[src/rtl/wpg_pkg.sv]
package wpg_pkg;

    typedef enum logic [1:0] {
        TGT_ARRAY  = 2'b00,
        TGT_STATUS = 2'b01,
        TGT_CTRL   = 2'b10,
        TGT_NONE   = 2'b11
    } tgt_e;

    typedef enum logic [1:0] {
        ST_IDLE,
        ST_BURST,
        ST_DROP,
        ST_BUSY
    } st_e;

    localparam logic [7:0] KEY_WEL  = 8'h02;
    localparam logic [7:0] KEY_BOTH = 8'h06;

endpackage

[src/rtl/wpg_range.sv]
module wpg_range #(
    parameter int ADDR_W     = 11,
    parameter int PAGE_BYTES = 64
) (
    input  logic [2:0]        bp_i,
    input  logic [ADDR_W-1:0] addr_i,
    output logic              hit_o
);
    localparam int LIM_W = ADDR_W + 4;

    logic [LIM_W-1:0] page_lim;

    // first-pages limit: PAGE_BYTES scaled by 1, 2, 4 or 8
    assign page_lim = LIM_W'(PAGE_BYTES) << bp_i[1:0];

    always_comb begin
        unique case (bp_i)
            3'b000:  hit_o = 1'b0;
            3'b001:  hit_o = addr_i[ADDR_W-1] & addr_i[ADDR_W-2];
            3'b010:  hit_o = addr_i[ADDR_W-1];
            3'b011:  hit_o = 1'b1;
            default: hit_o = LIM_W'(addr_i) < page_lim;
        endcase
    end
endmodule

[src/rtl/wpg_latch.sv]
module wpg_latch
    import wpg_pkg::*;
(
    input  logic       clk,
    input  logic       rst_n,
    input  logic       key_valid_i,
    input  logic [7:0] key_data_i,
    input  logic       clr_reg_i,
    output logic       wel_o,
    output logic       rwel_o
);
    logic key_wel, key_both;

    assign key_wel  = key_valid_i && (key_data_i == KEY_WEL);
    assign key_both = key_valid_i && (key_data_i == KEY_BOTH);

    always_ff @(posedge clk or negedge rst_n) begin
        if (!rst_n) begin
            wel_o  <= 1'b0;
            rwel_o <= 1'b0;
        end else begin
            if (key_wel || key_both)
                wel_o <= 1'b1;
            if (key_both)
                rwel_o <= 1'b1;
            else if (clr_reg_i)
                rwel_o <= 1'b0;
        end
    end
endmodule

[src/rtl/wpg_timer.sv]
module wpg_timer #(
    parameter int CYCLES = 500000
) (
    input  logic clk,
    input  logic rst_n,
    input  logic start_i,
    input  logic run_i,
    output logic done_o
);
    localparam int CW = $clog2(CYCLES + 1);

    logic [CW-1:0] cnt_q;

    always_ff @(posedge clk or negedge rst_n) begin
        if (!rst_n)
            cnt_q <= '0;
        else if (start_i)
            cnt_q <= CW'(CYCLES);
        else if (run_i && cnt_q != '0)
            cnt_q <= cnt_q - 1'b1;
    end

    assign done_o = run_i && (cnt_q == CW'(1));
endmodule

[src/rtl/wp_gate.sv]
module wp_gate
    import wpg_pkg::*;
#(
    parameter int ADDR_W      = 11,
    parameter int PAGE_BYTES  = 64,
    parameter int CCR_AW      = 6,
    parameter int CCR_REGS    = 48,
    parameter int MAX_BURST   = 8,
    parameter int BUSY_CYCLES = 500000
) (
    input  logic              clk,
    input  logic              rst_n,
    input  logic [2:0]        bp_i,
    input  logic              req_valid,
    input  logic [1:0]        req_target,
    input  logic [ADDR_W-1:0] req_addr,
    input  logic [7:0]        req_data,
    input  logic              req_last,
    output logic              arr_we_o,
    output logic [ADDR_W-1:0] arr_addr_o,
    output logic [7:0]        arr_data_o,
    output logic              ccr_we_o,
    output logic [CCR_AW-1:0] ccr_addr_o,
    output logic [7:0]        ccr_data_o,
    output logic              wel_o,
    output logic              rwel_o,
    output logic              busy_o
);
    localparam int NA_W = ADDR_W + 1;
    localparam int BC_W = $clog2(MAX_BURST + 1);
    localparam logic [NA_W-1:0] REG_LIM   = NA_W'(CCR_REGS);
    localparam logic [BC_W-1:0] BURST_LIM = BC_W'(MAX_BURST);

    st_e              st_q, st_d;
    tgt_e             tgt;
    logic             hit, tmr_done, tmr_start;
    logic             is_ctrl, unlocked, first_ok, more_ok;
    logic             key_valid;
    logic [NA_W-1:0]  nxt_q;
    logic [BC_W-1:0]  beats_q;

    assign tgt      = tgt_e'(req_target);
    assign is_ctrl  = req_valid && (tgt == TGT_CTRL);
    assign unlocked = wel_o && rwel_o;

    wpg_range #(.ADDR_W(ADDR_W), .PAGE_BYTES(PAGE_BYTES)) u_range (
        .bp_i   (bp_i),
        .addr_i (req_addr),
        .hit_o  (hit)
    );

    wpg_latch u_latch (
        .clk         (clk),
        .rst_n       (rst_n),
        .key_valid_i (key_valid),
        .key_data_i  (req_data),
        .clr_reg_i   (tmr_done),
        .wel_o       (wel_o),
        .rwel_o      (rwel_o)
    );

    wpg_timer #(.CYCLES(BUSY_CYCLES)) u_timer (
        .clk     (clk),
        .rst_n   (rst_n),
        .start_i (tmr_start),
        .run_i   (busy_o),
        .done_o  (tmr_done)
    );

    // state register
    always_ff @(posedge clk or negedge rst_n) begin
        if (!rst_n)
            st_q <= ST_IDLE;
        else
            st_q <= st_d;
    end

    // next state
    always_comb begin
        st_d = st_q;
        unique case (st_q)
            ST_IDLE: begin
                if (is_ctrl) begin
                    if (unlocked)
                        st_d = req_last ? ST_BUSY : ST_BURST;
                    else
                        st_d = req_last ? ST_IDLE : ST_DROP;
                end
            end
            ST_BURST: if (is_ctrl && req_last) st_d = ST_BUSY;
            ST_DROP:  if (is_ctrl && req_last) st_d = ST_IDLE;
            ST_BUSY:  if (tmr_done)            st_d = ST_IDLE;
            default:  st_d = ST_IDLE;
        endcase
    end

    // burst address and beat count
    always_ff @(posedge clk or negedge rst_n) begin
        if (!rst_n) begin
            nxt_q   <= '0;
            beats_q <= '0;
        end else if (first_ok) begin
            nxt_q   <= NA_W'(req_addr) + 1'b1;
            beats_q <= BC_W'(1);
        end else if (st_q == ST_BURST && is_ctrl) begin
            nxt_q   <= nxt_q + 1'b1;
            if (beats_q != BURST_LIM)
                beats_q <= beats_q + 1'b1;
        end
    end

    // outputs
    always_comb begin
        first_ok   = (st_q == ST_IDLE) && is_ctrl && unlocked;
        more_ok    = (st_q == ST_BURST) && is_ctrl && (beats_q < BURST_LIM);
        key_valid  = (st_q == ST_IDLE) && req_valid && (tgt == TGT_STATUS);
        arr_we_o   = (st_q == ST_IDLE) && req_valid && (tgt == TGT_ARRAY) && !hit;
        arr_addr_o = req_addr;
        arr_data_o = req_data;
        ccr_we_o   = (first_ok && (NA_W'(req_addr) < REG_LIM))
                   || (more_ok && (nxt_q < REG_LIM));
        ccr_addr_o = first_ok ? req_addr[CCR_AW-1:0] : nxt_q[CCR_AW-1:0];
        ccr_data_o = req_data;
        tmr_start  = (first_ok || (st_q == ST_BURST && is_ctrl)) && req_last;
        busy_o     = (st_q == ST_BUSY);
    end
endmodule

[config.mk]
export PLATFORM = sky130hd
export DESIGN_NAME = wp_gate
export DESIGN_NICKNAME = d
export VERILOG_FILES = /design/src/rtl/wpg_pkg.sv /design/src/rtl/wpg_range.sv /design/src/rtl/wpg_latch.sv /design/src/rtl/wpg_timer.sv /design/src/rtl/wp_gate.sv
export SDC_FILE = /design/constraint.sdc
export NUM_CORES = 1
export LEC_CHECK = 0
export ABC_AREA = 1
export BUFFER_PORTS_ARGS = -buffer_cell sky130_fd_sc_hd__buf_2
export CAP_MARGIN = 20
export CORE_MARGIN = 2
export CORE_UTILIZATION = 50
export CTS_CLUSTER_DIAMETER = 50
export DETAILED_ROUTE_END_ITERATION = 6
export PLACE_DENSITY_LB_ADDON = 0.12
export SLEW_MARGIN = 25
export SYNTH_ARGS = -nofsm -noshare
export SYNTH_HDL_FRONTEND = slang
export SYNTH_SLANG_ARGS = --single-unit
[constraint.sdc]
create_clock -name clk -period 4.1 [get_ports clk]
set_input_delay 0.82 -clock clk [delete_from_list [all_inputs] [get_ports clk]]
set_output_delay 0.82 -clock clk [all_outputs]
set_load 0.01 [all_outputs]
# Word-level counts from Yosys, hierarchy flattened
# Index checks and enable logic that the tools add are counted.
# classes
n_addsub	4
mul	0
n_div	0
magnitude_cmp	4
n_eq_ne	16
shifts	1
muxes	19
n_bitwise	1
n_reduce_logical	32
# ops
op	n
$mux W19	2
$mux W12	2
$eq A19 B1 Y1 const B	1
$reduce_bool A19 Y1	1
$sub A19 B1 Y19 const B	1
$logic_and A1 B1 Y1	18
$lt A11 B15 Y1	1
$shl A7 B2 Y15 const A	1
$mux W2	7
$add A11 B1 Y12 const B	1
$add A12 B1 Y12 const B	1
$lt A12 B6 Y1 const B	1
$mux W4	3
$lt A11 B6 Y1 const B	1
$eq A8 B2 Y1 const B	1
$eq A8 B3 Y1 const B	1
$ne A2 B2 Y1 const B	4
$pmux W2 S4	1
$reduce_bool A2 Y1	4
$eq A2 B2 Y1 const B	3
$eq A3 B2 Y1 const B	2
$mux W6	1
$add A4 B1 Y4 const B	1
$eq A2 B1 Y1 const B	2
other kinds (12)	16
# word_totals
reg_bits	39
latch_bits	0
mem_bits_rw	0
rom_bits	0
output_inout_bits	38
elab_cells	83
n_memories	0

# Depth between registers and ports, before layout
# Gate-level depths: netlist of run 1.
# logic_depth
depth_word	7
depth_mapped	15
mapped_depth_nobuf	14

# Hierarchy
# A second synthesis of run 1 with hierarchy kept.
# unflattened
cells_unflattened	470
hier_area_um2	3175.5
# by_module_without_submodules
mod	instances	cells_each	area_per_inst_um2	seq_area_each_um2
wp_gate	1	228	1605.3	450.4
wpg_timer	1	190	1285.0	475.5
wpg_range	1	31	158.9	0.0
wpg_latch	1	21	126.4	50.0

# Worst setup path before layout of run 1
# Ideal clock, no wire load.
# synth_timing
path_kind	input to output
startpoint	input bp_i[1]
endpoint	output arr_we_o
t_arrival_ns	1.695
required_ns	3.280
setup_slack_ns	1.585
stages	9
n_path_buf	0
cell_sequence	inv_1 > nand2_1 > ha_1 > o21ai_0 > nand2_1 > a21oi_1 > o21ai_0 > nand4_1 > inv_1
# synth_between
elab_chain_cells	5
elab_cells_between_ends	9
# synth_rtl
item	line_no	text
from (decl)	wp_gate.sv:13	input logic [2:0] bp_i,
$shl A7 B2 Y15	wpg_range.sv:14	assign page_lim = LIM_W'(PAGE_BYTES) << bp_i[1:0];
$lt A11 B15 Y1	wpg_range.sv:22	default: hit_o = LIM_W'(addr_i) < page_lim;
$pmux W1 S4 (*)	wpg_range.sv:17	unique case (bp_i)
$logic_not A1 Y1 (*)	wp_gate.sv:117	arr_we_o = (st_q == ST_IDLE) && req_valid && (tgt == TGT_ARRAY) && !hit;
$logic_and A1 B1 Y1 (*)	wp_gate.sv:117	
to (decl)	wp_gate.sv:19	output logic arr_we_o,
# Mark *: on every way between the ends. The rest lies on a longest branch, timed or not.

# Final worst setup path of run 1
# Same ends and word-level chain as after synthesis.

==> impl_metrics.env, run 1 <==
export IMPL_status="completed"
export IMPL_clock_fmax_mhz=353
export IMPL_dp_hpwl_um=4670
export IMPL_via_per_inst=5.05
export IMPL_routedWlPerCell_um=12.1
export IMPL_area_delta_synth_final_pct=9.64
export IMPL_drtIter0Drc=162
export IMPL_cts_max_level=2
export IMPL_synth_most_common_cell="nand2_1"
export IMPL_yosys_top_cells_count="nand2_1, inv_1, dfrtp_1"
export IMPL_die_area_mm2=0.00647
export IMPL_synth_top_family_by_area="simple AND/OR/NAND/NOR gates"
export IMPL_design_area_mm2=0.00320
export IMPL_rsz0062_at_grt="no"
export IMPL_netlist_top_cells_area="dfrtp_1, nand2_1, buf_4"
export IMPL_min_period_ps=2830
export IMPL_hold_class="input port to async pin"
export IMPL_ir_drop_uv=186
export IMPL_crit_arrival_ps=2010
export IMPL_via_count=2558
export IMPL_place_area_mm2=0.00308
export IMPL_nNetsFinal=471
export IMPL_p_per_area_mw_per_mm2=337
export IMPL_synthSimpleGateAreaFrac_pct=35.0
export IMPL_clock_skew_final_ps=6.71
export IMPL_syn_inst=393
export IMPL_clk_latency_ps=290
export IMPL_yosysTopAreaCellShare_pct=33.4
export IMPL_totalWireLength_um=6130
export IMPL_multi_input_area_mm2=0.00149
export IMPL_synth_ff_type="dfrtp_1"
export IMPL_maxCapViolations=0
export IMPL_clkTransAtPathRegs_ps=80
export IMPL_syn_avg_cell_area_um2=7.43
export IMPL_syn_cell_area_mm2=0.00292
export IMPL_post_cts_resized=0
export IMPL_setup_viol=0
export IMPL_place_ws_ps=1280
export IMPL_hold_viol=0
export IMPL_cp_required_ps=3280
export IMPL_overflow=0
export IMPL_place_inst=498
export IMPL_start_kind="input port"
export IMPL_regArea_um2=976
export IMPL_synth_compound_area_share_pct=11.4
export IMPL_io_buffers=65
export IMPL_gp_congestion=0.848
export IMPL_yosys_area_top_type="dfrtp_1"
export IMPL_cts_made_buffers=5
export IMPL_yosysSeqAreaShare_pct=33.4
export IMPL_synthArstFlopShare_pct=100
export IMPL_cts_setup_buffers=0
export IMPL_grt_pass1_wl_um=10400
export IMPL_fp_dieW_um=80.4
export IMPL_n_antenna_cell=0
export IMPL_cts_hold_buf=0
export IMPL_synthAdderAreaFrac_pct=3.86
export IMPL_power_mw=1.08
export IMPL_root_buffer="clkbuf_8"
export IMPL_period_share_pct=69.0
export IMPL_rows=27
export IMPL_synth_fp_nets=430
export IMPL_end_kind="output pin"
export IMPL_initial_core_util_pct=52.4
export IMPL_synth_xor_xnor_area_share_pct=0.600
export IMPL_core_area_mm2=0.00557
export IMPL_slew_headroom_pct=73.9
export IMPL_layout_cells_non_filler=507
export IMPL_timing_worst_slew_pin_value_ps=390
export IMPL_crit_type="input port to output pin"
export IMPL_p_leak_nw=1.63
export IMPL_gr_usage_all_layers_pct=20.4
export IMPL_fill_cells=554
export IMPL_synth_edf_count=0
export IMPL_slew_violations=0
export IMPL_drive_gt1_share_pct=25.7
export IMPL_yosysWarnings=0
export IMPL_antenna_left=0
export IMPL_cts_max_path_buffers=2
export IMPL_synth_seq_cells=39
export IMPL_ioPinCount=66
export IMPL_cts_sinks=39
export IMPL_grt_max_degree=40
export IMPL_crit_fanout=4
export IMPL_synthMuxAreaShare_pct=0
export IMPL_timing_final_ws_setup_ps=1270
export IMPL_fin_setup_tns_ps=0
export IMPL_tritoncts="done"
export IMPL_grt_pass1_vias=2308
export IMPL_fp_dieH_um=80.4
export IMPL_ys_types=38
export IMPL_post_route_drc_count=0
export IMPL_drt_pass1_iter_count=4
export IMPL_antenna_found_initial=0
## cells by family (layout without fill, tap and decap cells)
logic type	Yosys count	after routing
AOI/OAI and AO/OA	58	58
buffers and inverters	86	128
adders and majority gates	9	9
and+or+nand+nor	199	199
xor gates and xnor gates	2	2
DFF	39	39
## worst max-delay path, stage by stage
cell,delay [ps]
buf_2,120
inv_1,70
nand2_1,70
ha_1,260
o21ai_0,160
nand2_1,60
a21oi_1,110
o21ai_0,90
nand4_1,80
inv_1,40
buf_2,130
## path summary, 6_finish.rpt
path / to / cells past startpoint / startpoint / slack [ps]
worst max-delay path: arr_we_o / 11 / bp_i[1] / 1270
worst min-delay path: u_timer.cnt_q[6] / 1 / rst_n / 400
worst max register to register: u_timer.cnt_q[14] / 10 / u_timer.cnt_q[0] / 2010
worst min register to register: nxt_q[7] / 2 / nxt_q[7] / 490
max in group asynchronous: nxt_q[7] / 2 / rst_n / 3240
min in group clk: nxt_q[7] / 2 / nxt_q[7] / 490
## sequential cells by signal, summed over array words and instances (netlist names)
signal          count
u_timer.cnt_q      19
nxt_q              12
beats_q             4
st_q                2
u_latch.rwel_o      1
u_latch.wel_o       1
## through the flow
| stage | util, % | hold WS (ps) |
|---|---|---|
| 3_5_place_dp | 55.3 | 470 |
| 3_3_place_gp | 55.3 | 469 |
| 5_1_grt | 57.4 | 415 |
| 4_1_cts | 57.1 | 490 |
| 2_1_floorplan | - | 449 |
| 6_report | 57.4 | 404 |
## power by group
part	internal [mW]	leakage [nW]	switching, mW	total (mW)
Clock	0.137	0.0474	0.145	0.283
Combinational	0.118	1.13	0.198	0.315
Sequential	0.439	0.456	0.0407	0.479
Total	0.694	1.63	0.384	1.08
## metal layers
layer	global-route usage [%]	routed length [um]	up-vias	part of all wire [%]
li1	-	-	1326	-
met3	3.37	373	6	6.1
met4	6.95	77	0	1.3
met1	28.1	3060	1144	50
met2	32.3	2620	82	43
met5	0	0	-	0
## final cells by class
class | count | area share (%)
Inverter | 54 | 6.41
Tap cell | 72 | 2.81
Sequential cell | 39 | 30.5
Clock inverter | 2 | 0.508
Clock buffer | 6 | 2.58
Multi-Input combinational cell | 268 | 46.4
Timing Repair Buffer | 66 | 10.8
## cell usage in the layout (no fill, tap or decap), types with 2 or more instances in the layout
master / instances
nand2_1: 91
buf_2: 65
inv_1: 49
dfrtp_1: 39
nor2_1: 36
o21ai_0: 26
nand3_1: 23
a21oi_1: 16
nand2_4: 11
ha_1: 9
nand4_1: 8
nand2_2: 6
nor2_4: 6
nor4_1: 6
clkbuf_8: 6
inv_2: 4
nor3_1: 3
o21ai_1: 3
o21ai_2: 2
nand3b_1: 2
xor2_1: 2
a31oi_1: 2
o22ai_1: 2
nand3_4: 2
nor2_2: 2
Power figures use the tool's default switching activity.
==> run 2: changes to the inputs <==
Clock period 4.1 ns to 2.7 ns, I/O delays scaled along.
==> run 2 against run 1 <==
Hold slack lost 48 ps. Sequential power is 52% higher. Die area is the same. Core utilization about the same. Cell count fell by 0.20%. Combinational power is 51% higher. Count of clock-buffer cells in the layout unchanged. Critical endpoint is now ccr_we_o. Largest cell class unchanged. Largest power group unchanged.
==> impl_metrics.env, run 2 (synthesis gave the netlist of run 1 again) <==
export IMPL_root_buffer="clkbuf_8"
export IMPL_slowest_stage="dfrtp_1"
export IMPL_crit_fanout=11
export IMPL_cts_sinks=39
export IMPL_drt_pass1_iter_count=4
export IMPL_cts_made_buffers=5
export IMPL_ioPinCount=66
export IMPL_nNetsFinal=470
export IMPL_crit_arrival_ps=1780
export IMPL_crit_type="register to output pin"
export IMPL_top_regs="u_timer.cnt_q: 19 flops, nxt_q: 12 flops, beats_q: 4 flops"
export IMPL_end_kind="output pin"
export IMPL_n_antenna_cell=0
export IMPL_clock_fmax_mhz=431
export IMPL_overflow=0
export IMPL_antenna_found_initial=0
export IMPL_slew_violations=0
export IMPL_fp_dieW_um=80.4
export IMPL_regMostFlops="u_timer.cnt_q"
export IMPL_final_common_cell="nand2_1"
export IMPL_setup_viol=0
export IMPL_slowest_delay_ps=420
export IMPL_area_delta_synth_final_pct=9.73
export IMPL_tritoncts="done"
export IMPL_hold_viol=0
export IMPL_initial_core_util_pct=52.4
export IMPL_drive_gt1_share_pct=25.6
export IMPL_fill_cells=538
export IMPL_critical_path_buf_inv_count=1
export IMPL_gr_usage_all_layers_pct=20.9
export IMPL_routedWlPerCell_um=12.3
export IMPL_dp_hpwl_um=4740
export IMPL_comb_power_share_pct=27.4
export IMPL_power_switching_uw=596
export IMPL_crit_chain="nor2_1 > nand2_1 > nor2_4 > nand2_1 > o32ai_1 > buf_2"
export IMPL_cp_depth=6
export IMPL_maxCapViolations=0
export IMPL_status="completed"
export IMPL_layout_cells_non_filler=506
export IMPL_min_period_ps=2320
export IMPL_place_inst=498
export IMPL_totalWireLength_um=6250
export IMPL_die_area_mm2=0.00647
export IMPL_cts_setup_buffers=0
export IMPL_regArea_um2=976
export IMPL_grt_max_degree=40
export IMPL_rows=27
export IMPL_slew_headroom_pct=41.1
export IMPL_rsz0062_at_grt="no"
export IMPL_fp_dieH_um=80.4
export IMPL_period_share_pct=85.9
export IMPL_clk_latency_ps=300
export IMPL_clkPwrFrac_pct=30.8
export IMPL_layout_common_cells="nand2_1, buf_2, inv_1"
export IMPL_clkTransAtPathRegs_ps=80
export IMPL_r2r_cells=10
export IMPL_cts_hold_buf=0
export IMPL_cp_required_ps=2160
export IMPL_cp_startpoint="st_q[0]"
export IMPL_largest_register_ffs=19
export IMPL_cp_top_family="simple AND/OR/NAND/NOR gates"
export IMPL_via_count=2602
export IMPL_antenna_left=0
export IMPL_pwr_share_seq_pct=41.8
export IMPL_multi_input_area_mm2=0.00149
export IMPL_grt_pass1_wl_um=10500
export IMPL_fin_setup_tns_ps=0
export IMPL_fin_util_pct=57.5
export IMPL_start_kind="register"
export IMPL_power_mw=1.74
export IMPL_cts_max_path_buffers=2
export IMPL_r2r_start="u_timer.cnt_q[0]"
export IMPL_switching_share_pct=34.2
export IMPL_post_cts_resized=0
export IMPL_p_per_area_mw_per_mm2=544
export IMPL_post_route_drc_count=0
export IMPL_gp_congestion=0.842
export IMPL_cts_max_level=2
export IMPL_p_leak_nw=1.64
export IMPL_ir_drop_uv=265
export IMPL_timing_worst_slew_pin_value_ps=883
export IMPL_clock_skew_final_ps=14.4
export IMPL_grt_pass1_vias=2357
export IMPL_hold_class="input port to async pin"
export IMPL_cpMostUsedCell="nand2_1"
export IMPL_drtIter0Drc=151
export IMPL_via_per_inst=5.14
export IMPL_io_buffers=65
export IMPL_p_int_mw=1.15
export IMPL_core_area_mm2=0.00557
[run 2: changes by cell type in the layout (fill, tap and decap cells not counted), sizes merged]
cell,change
buf,-1
clkinv,-1
inv,+1
bufinv,+1
clkinvlp,-1
[run 2: final timing paths]
path / end / slack (ps)
worst max-delay path: ccr_we_o / 380
worst min-delay path: u_timer.cnt_q[4] / 360
worst max register to register: u_timer.cnt_q[14] / 620
worst min register to register: nxt_q[7] / 490
max in group asynchronous: beats_q[2] / 1790
min in group clk: nxt_q[7] / 490
[run 2: area by class of cell]
type | count | share of cell area, %
Clock inverter | 2 | 1.21
Inverter | 54 | 6.40
Timing Repair Buffer | 65 | 10.2
Tap cell | 72 | 2.81
Clock buffer | 6 | 2.58
Sequential cell | 39 | 30.5
Multi-Input combinational cell | 268 | 46.4
[run 2: routing by layer]
layer  routed length [um]  global-route usage [%]  share of wire [%]  vias to the layer above
met5                    0                       0                  0                        -
met4                   59                    5.59               0.94                        0
li1                     -                       -                  -                     1319
met2                 2810                    33.7                 45                       86
met1                 2950                    28.5                 47                     1188
met3                  424                    4.38                6.8                        9
[run 2: worst reg2reg max path: cells and delay by family, from the launching register on]
| kind | cells | cell delay, ps |
|---|---|---|
| simple gates | 7 | 1030 |
| buf+inv | 1 | 160 |
| xor+xnor | 1 | 160 |
| fa+ha+maj | 1 | 210 |
| flops | 1 | 410 |
[run 2: per-stage QoR]
stage / worst slack, ps / hold WS, ps / cell area [um^2]
2_1_floorplan: 745 / 244 / 2920
3_3_place_gp: 448 / 468 / 3080
3_5_place_dp: 402 / 466 / 3080
4_1_cts: 366 / 402 / 3200
5_1_grt: 206 / 426 / 3200
6_report: 381 / 356 / 3200
[run 2: power groups by stage]
stage | sequential (mW) | combinational (mW) | clock [mW]
6_report | 0.728 | 0.477 | 0.537
5_1_grt | 0.743 | 0.550 | 0.570
4_1_cts | 0.728 | 0.484 | 0.541
3_5_place_dp | 0.739 | 0.481 | 0
3_3_place_gp | 0.737 | 0.471 | 0
2_1_floorplan | 0.725 | 0.369 | 0
